`config.mk`:
```
export PLATFORM = sky130hd
export DESIGN_NAME = irq_line_mapper
export DESIGN_NICKNAME = d
export VERILOG_FILES = /design/src/rtl/irqm_pkg.sv /design/src/rtl/irqm_sync.sv /design/src/rtl/irqm_line.sv /design/src/rtl/irqm_prio.sv /design/src/rtl/irq_line_mapper.sv
export SDC_FILE = /design/constraint.sdc
export NUM_CORES = 1
export LEC_CHECK = 0
export BUFFER_PORTS_ARGS = -buffer_cell sky130_fd_sc_hd__buf_2
export CAP_MARGIN = 20
export CORE_MARGIN = 2
export CORE_UTILIZATION = 40
export CTS_CLUSTER_DIAMETER = 50
export CTS_CLUSTER_SIZE = 12
export DETAILED_ROUTE_END_ITERATION = 8
export GPL_TIMING_DRIVEN = 0
export SETUP_SLACK_MARGIN = 0.3
export SYNTH_ARGS = -nofsm -noshare
export SYNTH_HDL_FRONTEND = slang
export SYNTH_SLANG_ARGS = --single-unit
```
`constraint.sdc`:
```
create_clock -name clk -period 7.5 [get_ports clk]
set_clock_uncertainty 0.05 [all_clocks]
set_input_delay 0.75 -clock clk [delete_from_list [all_inputs] [get_ports clk]]
set_output_delay 0.75 -clock clk [all_outputs]
set_load 0.01 [all_outputs]
```
`src/rtl/irqm_pkg.sv`:
```
package irqm_pkg;
  localparam int MODE_W = 3;
  localparam logic [MODE_W-1:0] MODE_OFF  = 3'd0;
  localparam logic [MODE_W-1:0] MODE_RISE = 3'd1;
  localparam logic [MODE_W-1:0] MODE_FALL = 3'd2;
  localparam logic [MODE_W-1:0] MODE_HIGH = 3'd5;
  localparam logic [MODE_W-1:0] MODE_LOW  = 3'd6;

  function automatic logic mode_is_edge(input logic [MODE_W-1:0] m);
    return (m == MODE_RISE) || (m == MODE_FALL);
  endfunction

  function automatic logic mode_is_level(input logic [MODE_W-1:0] m);
    return (m == MODE_HIGH) || (m == MODE_LOW);
  endfunction

  function automatic logic mode_is_live(input logic [MODE_W-1:0] m);
    return mode_is_edge(m) || mode_is_level(m);
  endfunction
endpackage

```
`src/rtl/irqm_sync.sv`:
```
module irqm_sync #(
  parameter int WIDTH  = 16,
  parameter int STAGES = 2
) (
  input  logic             clk,
  input  logic             rst,
  input  logic [WIDTH-1:0] din,
  output logic [WIDTH-1:0] dout
);
  logic [WIDTH-1:0] stage_q [STAGES];

  always_ff @(posedge clk) begin
    if (rst) begin
      for (int k = 0; k < STAGES; k++) stage_q[k] <= '0;
    end else begin
      stage_q[0] <= din;
      for (int k = 1; k < STAGES; k++) stage_q[k] <= stage_q[k-1];
    end
  end

  assign dout = stage_q[STAGES-1];
endmodule

```
`src/rtl/irqm_line.sv`:
```
module irqm_line
  import irqm_pkg::*;
(
  input  logic              clk,
  input  logic              rst,
  input  logic              lvl,
  input  logic [MODE_W-1:0] mode,
  input  logic              clr,
  input  logic              acc,
  input  logic              eoi,
  output logic              req
);
  logic prev_q, edge_pend_q, in_svc_q;
  logic edge_hit, level_on;

  assign edge_hit = ((mode == MODE_RISE) && lvl && !prev_q) ||
                    ((mode == MODE_FALL) && !lvl && prev_q);
  assign level_on = ((mode == MODE_HIGH) && lvl) ||
                    ((mode == MODE_LOW) && !lvl);

  always_ff @(posedge clk) begin
    if (rst) prev_q <= 1'b0;
    else     prev_q <= lvl;
  end

  always_ff @(posedge clk) begin
    if (rst || clr)    edge_pend_q <= 1'b0;
    else if (edge_hit) edge_pend_q <= 1'b1;
    else if (acc)      edge_pend_q <= 1'b0;
  end

  always_ff @(posedge clk) begin
    if (rst || clr)                        in_svc_q <= 1'b0;
    else if (acc && mode_is_level(mode))   in_svc_q <= 1'b1;
    else if (eoi)                          in_svc_q <= 1'b0;
  end

  assign req = edge_pend_q || (level_on && !in_svc_q);

  // a line whose mode is off or unsupported never requests
  p_off_idle_r11: assert property (@(posedge clk) disable iff (rst)
    !mode_is_live(mode) |-> !req);

  // an in-service level line stays silent until end of interrupt
  p_svc_gate_r9: assert property (@(posedge clk) disable iff (rst)
    in_svc_q |-> !req);

  // accepting an edge request without a fresh edge retires it
  p_edge_retire_r7: assert property (@(posedge clk) disable iff (rst)
    (acc && mode_is_edge(mode) && !edge_hit && !clr) |=> !req);
endmodule

```
`src/rtl/irqm_prio.sv`:
```
module irqm_prio #(
  parameter int N = 16,
  localparam int IDX_W = $clog2(N)
) (
  input  logic             clk,
  input  logic             rst,
  input  logic [N-1:0]     req,
  output logic [N-1:0]     grant,
  output logic [IDX_W-1:0] idx,
  output logic             any
);
  always_comb begin
    idx = '0;
    for (int i = N - 1; i >= 0; i--) begin
      if (req[i]) idx = IDX_W'(i);
    end
  end

  assign any   = |req;
  assign grant = any ? (N'(1) << idx) : '0;

  // at most one line granted
  p_one_grant_r6: assert property (@(posedge clk) disable iff (rst)
    $onehot0(grant));

  generate
    for (genvar g = 1; g < N; g++) begin : g_chk
      localparam logic [N-1:0] LOWER = (N'(1) << g) - N'(1);
      // a grant implies no lower-numbered line is requesting
      p_low_first_r6: assert property (@(posedge clk) disable iff (rst)
        grant[g] |-> ((req & LOWER) == '0));
    end
  endgenerate
endmodule

```
`src/rtl/irq_line_mapper.sv`:
```
module irq_line_mapper
  import irqm_pkg::*;
#(
  parameter int NUM_LINES   = 16,
  parameter int VEC_W       = 8,
  parameter int DATA_W      = 32,
  parameter int SYNC_STAGES = 2,
  localparam int LINE_W     = $clog2(NUM_LINES),
  localparam int ADDR_W     = LINE_W + 1
) (
  input  logic                 clk,
  input  logic                 rst,
  input  logic [NUM_LINES-1:0] irq_in,
  input  logic                 reg_wr,
  input  logic                 reg_rd,
  input  logic [ADDR_W-1:0]    reg_addr,
  input  logic [DATA_W-1:0]    reg_wdata,
  output logic [DATA_W-1:0]    reg_rdata,
  output logic                 irq_valid,
  input  logic                 irq_ready,
  output logic [VEC_W-1:0]     irq_vector,
  output logic [LINE_W-1:0]    irq_line
);
  localparam int ENTRY_W = VEC_W + MODE_W;

  logic [VEC_W-1:0]     vec_q  [NUM_LINES];
  logic [MODE_W-1:0]    mode_q [NUM_LINES];
  logic [NUM_LINES-1:0] lvl_s, req, grant;
  logic [LINE_W-1:0]    win_idx, sel;
  logic                 win_any, wr_map, wr_eoi, withdraw, accept, load_ok;

  assign sel    = reg_addr[LINE_W-1:0];
  assign wr_map = reg_wr && !reg_addr[ADDR_W-1];
  assign wr_eoi = reg_wr &&  reg_addr[ADDR_W-1];

  // Map entry storage
  always_ff @(posedge clk) begin
    if (rst) begin
      for (int i = 0; i < NUM_LINES; i++) begin
        vec_q[i]  <= '0;
        mode_q[i] <= MODE_OFF;
      end
    end else if (wr_map) begin
      vec_q[sel]  <= reg_wdata[VEC_W-1:0];
      mode_q[sel] <= reg_wdata[ENTRY_W-1:VEC_W];
    end
  end

  // Registered read port
  always_ff @(posedge clk) begin
    if (rst) begin
      reg_rdata <= '0;
    end else begin
      reg_rdata <= '0;
      if (reg_rd && !reg_addr[ADDR_W-1])
        reg_rdata <= DATA_W'({mode_q[sel], vec_q[sel]});
    end
  end

  irqm_sync #(.WIDTH(NUM_LINES), .STAGES(SYNC_STAGES)) u_sync (
    .clk (clk),
    .rst (rst),
    .din (irq_in),
    .dout(lvl_s)
  );

  assign accept = irq_valid && irq_ready;

  generate
    for (genvar g = 0; g < NUM_LINES; g++) begin : g_line
      irqm_line u_line (
        .clk (clk),
        .rst (rst),
        .lvl (lvl_s[g]),
        .mode(mode_q[g]),
        .clr (wr_map && (sel == LINE_W'(g))),
        .acc (accept && (irq_line == LINE_W'(g))),
        .eoi (wr_eoi && (sel == LINE_W'(g))),
        .req (req[g])
      );
    end
  endgenerate

  irqm_prio #(.N(NUM_LINES)) u_prio (
    .clk  (clk),
    .rst  (rst),
    .req  (req),
    .grant(grant),
    .idx  (win_idx),
    .any  (win_any)
  );

  assign withdraw = irq_valid && wr_map && (sel == irq_line);
  assign load_ok  = win_any && !(wr_map && (sel == win_idx));

  // Presentation register
  always_ff @(posedge clk) begin
    if (rst) begin
      irq_valid  <= 1'b0;
      irq_vector <= '0;
      irq_line   <= '0;
    end else if (irq_valid) begin
      if (irq_ready || withdraw) irq_valid <= 1'b0;
    end else if (load_ok) begin
      irq_valid  <= 1'b1;
      irq_vector <= vec_q[win_idx];
      irq_line   <= win_idx;
    end
  end

  // an unaccepted vector holds still unless its entry is rewritten
  p_hold_r6: assert property (@(posedge clk) disable iff (rst)
    (irq_valid && !irq_ready && !withdraw) |=>
      (irq_valid && $stable(irq_vector) && $stable(irq_line)));

  // acceptance drops valid for one cycle
  p_accept_drop_r7: assert property (@(posedge clk) disable iff (rst)
    accept |=> !irq_valid);

  // rewriting the presented entry withdraws it
  p_withdraw_r11: assert property (@(posedge clk) disable iff (rst)
    withdraw |=> !irq_valid);

  // reserved read bits are zero and writes keep reserved bits clear
  p_rsvd_rd_r2: assert property (@(posedge clk) disable iff (rst)
    reg_rdata[DATA_W-1:ENTRY_W] == '0);
  p_rsvd_wr_r2: assert property (@(posedge clk) disable iff (rst)
    wr_map |-> (reg_wdata[DATA_W-1:ENTRY_W] == '0));
  p_one_access_r2: assert property (@(posedge clk) disable iff (rst)
    !(reg_wr && reg_rd));
endmodule

```
==> run_results.csv <==
group,metric,value,unit
status,outcome,"complete, no violations",
setup_path,path_cells,"or3b_2 -> a21oi_1 -> nor4_1 -> a211oi_1 -> o211ai_1 -> a21oi_1 -> clkbuf_1 -> nand3_1 -> nand4_1 -> a311oi_1",
timing,fmax,0.2568,GHz
final_layout,multi_input_area,6415,µm²
setup_path,worst-setup-path-type,"flop to flop",
setup_path,critPathMaxFanout,10,
logic_synthesis,synth_fa_ha_area_share,0,%
setup_path,r2r_slack,3610,ps
placement,gp_congestion,0.9351,
cts,cts_buffer_depth,3,
hold_path,holdPathEnd,"u_sync.stage_q[0][19]$_SDFF_PP0_",
detailed_routing,dr.pass1.iters,7,
logic_synthesis,ys_seq_elements,280,
final_layout,seq_area,7367,µm²
cts,cts.sinks,280,
logic_synthesis,syn_area,14240,µm²
logic_synthesis,synth.area.top_cells,"edfxtp_1, dfxtp_1, mux4_2",
setup_path,ff2ff_path_depth,10,
timing,min_period_over_period,51.92,%
logic_synthesis,yosysWarnings,0,
detailed_routing,vias_per_cell,5.759,
placement,place_hpwl,32460,µm
setup_path,cp_common_cell,"a21oi_1",
timing,rsz0062_at_grt,"no",
logic_synthesis,synth_top_area_share,37.11,%
detailed_routing,post-route-drc-count,0,
setup_path,critPathBufInv,1,
logic_synthesis,synth-xor-area-share,1.353,%
setup_path,crit_family,"compound AO/OA/AOI/OAI gates",
setup_path,rr_endpoint,"irq_vector[7]$_SDFFE_PP0P_",
logic_synthesis,syn_avg_cell_area,11.36,µm²
global_routing,antenna_found_initial,1,
cts,htree_levels,2,
cts,path_clk_slew,60,ps
hold_path,whs_path_depth,1,
cts,holdBufCountCts,0,
final_layout,drive_gt1_share,16.88,%
setup_path,worstReg2RegStart,"mode_q[11][0]$_SDFFCE_PN0P_",
placement,dpl.cell_count,1796,
setup_path,critPathCaptureType,"flop",
setup_path,arrival,4190,ps
placement,port_buffers,58,
final_layout,area_delta_synth_final,15.10,%
cts,numCtsBuffers,34,
detailed_routing,dr.first_iter.drc_count,1092,
logic_synthesis,yosysUniqueCellTypes,71,
global_routing,grt_max_degree,14,
logic_synthesis,synth_top_family_by_area,"simple AND/OR/NAND/NOR gates",
cts,cts_resized,0,
cts,cts_tree,"done",
die,start_util,40.33,%
logic_synthesis,synth_edf_count,176,
logic_synthesis,ys.flop_type,"edfxtp_1",
die,coreArea,35310,µm²
final_layout,fillers,3228,
logic_synthesis,syn_inst,1253,
setup_path,slowest_stage,"clkbuf_1",
timing,setup_tns,0,ps
setup_path,worst_path_largest_cell_delay,560,ps
timing,hold_violations,0,
power,power_density,251.2,nW/µm²
detailed_routing,ant_nets,0,
hold_path,holdCritStartpoint,"u_sync.stage_q[0][3]$_SDFF_PP0_",
timing,tightest_slew,1010,ps
final_layout,layout_commonest_cell,"and2_1",
die,die_h,192.7,µm
run,maxCapViolations,0,
timing,period_needed,3894,ps
cts,cts_root_buf,"clkbuf_16",
logic_synthesis,synth_compound_area_share,9.015,%
setup_path,cp.required,7790,ps
detailed_routing,wl_per_cell,24.36,µm
global_routing,grt_pass1_vias,10060,
die,io_pins,103,
logic_synthesis,synth-seq-area-share,51.74,%
power,irDropWorstVdd,0.0001235,V
detailed_routing,route.vias.total,10710,
final_layout,nets,1433,
logic_synthesis,async_flop_share,0,%
hold_path,min_path_type,"flop to flop",
logic_synthesis,yosysTopAreaCell,"edfxtp_1",
power,leakage,5.980,nW
logic_synthesis,yosys.area_share.simple,23.69,%
logic_synthesis,synth_mux_area_share,10.33,%
setup_path,worstSetupStartpointType,"flop",
die,die_area,37130,µm²
die,rows,69,
cts,post_cts.repair.setup_buffers,0,
global_routing,grt_pass1_wl,65790,µm
die,die_w,192.7,µm
cts,worstSkewPairLatency,520,ps
timing,slew_headroom,32.69,%
timing,setup_viol,0,
final_layout,final_cell_mix,"and2_1, edfxtp_1, nand2_1, dfxtp_1, a21oi_1",
detailed_routing,totalWireLength,45310,µm
final_layout,fin_cells,1860,
timing,drv_slew,0,
global_routing,track_usage,24.53,%
global_routing,gr-total-overflow,0,
Yosys cell counts (all sizes together), types with 3 or more instances:
cell type / instances
a21o: 14
o21ai: 32
a31oi: 3
nor2b: 71
nand2: 106
nand4: 28
a32oi: 6
or3: 3
nor4: 6
o21bai: 5
a21oi: 75
dfxtp: 104
a2111oi: 5
xnor2: 5
nand3: 34
a311oi: 11
edfxtp: 176
mux2i: 18
or4bb: 21
nor3: 10
nor3b: 5
and4: 3
o31ai: 3
or2: 3
o21a: 3
and3b: 3
or3b: 13
and2: 177
o2111ai: 6
nand2b: 17
nor2: 44
nand3b: 13
mux4: 57
xor2: 17
a31o: 4
inv: 10
buf: 42
nor4bb: 6
or4: 3
a211oi: 6
clkbuf: 60
o211ai: 6
per-layer routing:
layer	share of wire [%]	track usage (%)
met1	43	33.27
met2	46	39.47
met3	8.2	4.801
met4	3.1	8.015
met5	0.026	0
cell type report:
cell class	count	share of cell area, %
antenna	1	0.01527
buffer	102	3.115
clock buffer	45	5.825
clock inverter	14	0.8550
inverter	10	0.2290
multi-input combinational	881	39.14
sequential	280	44.95
tap	461	3.519
timing repair buffer	66	2.351
where the power goes:
group,switching [mW],total (mW),internal [mW]
clock,0.658,1.63,0.971
sequential,0.0740,1.80,1.72
combinational,0.435,0.690,0.255
stage by stage:
stage	hold slack, ps	setup slack (ps)	total power, mW	instance area (µm²)	utilization, %
detailed placement	373.1	3724	2.498	15240	43.15
floorplan	363.8	4614	2.235	14320	-
global placement	367.2	3499	2.487	15180	43.00
global route	375.2	3373	4.242	16390	46.41
finish	379.7	3606	4.117	16390	46.42
CTS	362.3	3676	4.121	16330	46.25
flip-flops by register name, indices dropped and copies added, names as in the netlist:
signal                     count
reg_rdata                     11
irq_line                       4
irq_valid                      1
mode_q                        48
irq_vector                     8
vec_q                        128
u_sync.stage_q                32
g_line.u_line.prev_q          16
g_line.u_line.edge_pend_q     16
g_line.u_line.in_svc_q        16
cell families after synthesis:
family,count (synthesis)
simple gates,570
flops,280
compound gates,193
buf+inv,112
mux,75
xor+xnor,22
other cells,1
worst max path at each step:
stage	end	cells past startpoint	from	slack [ps]
2_1_floorplan	irq_vector[4]$_SDFFE_PP0P_	10	mode_q[9][1]$_SDFFCE_PN0P_	4610
3_3_place_gp	vec_q[15][0]$_SDFFCE_PN0P_	5	reg_addr[0]	3500
3_5_place_dp	irq_vector[6]$_SDFFE_PP0P_	10	mode_q[11][0]$_SDFFCE_PN0P_	3720
4_1_cts	irq_vector[6]$_SDFFE_PP0P_	11	mode_q[6][1]$_SDFFCE_PN0P_	3680
5_1_grt	irq_vector[7]$_SDFFE_PP0P_	10	mode_q[11][0]$_SDFFCE_PN0P_	3370
6_report	irq_vector[7]$_SDFFE_PP0P_	10	mode_q[11][0]$_SDFFCE_PN0P_	3610
No activity file was read; power rests on OpenSTA's default activity.
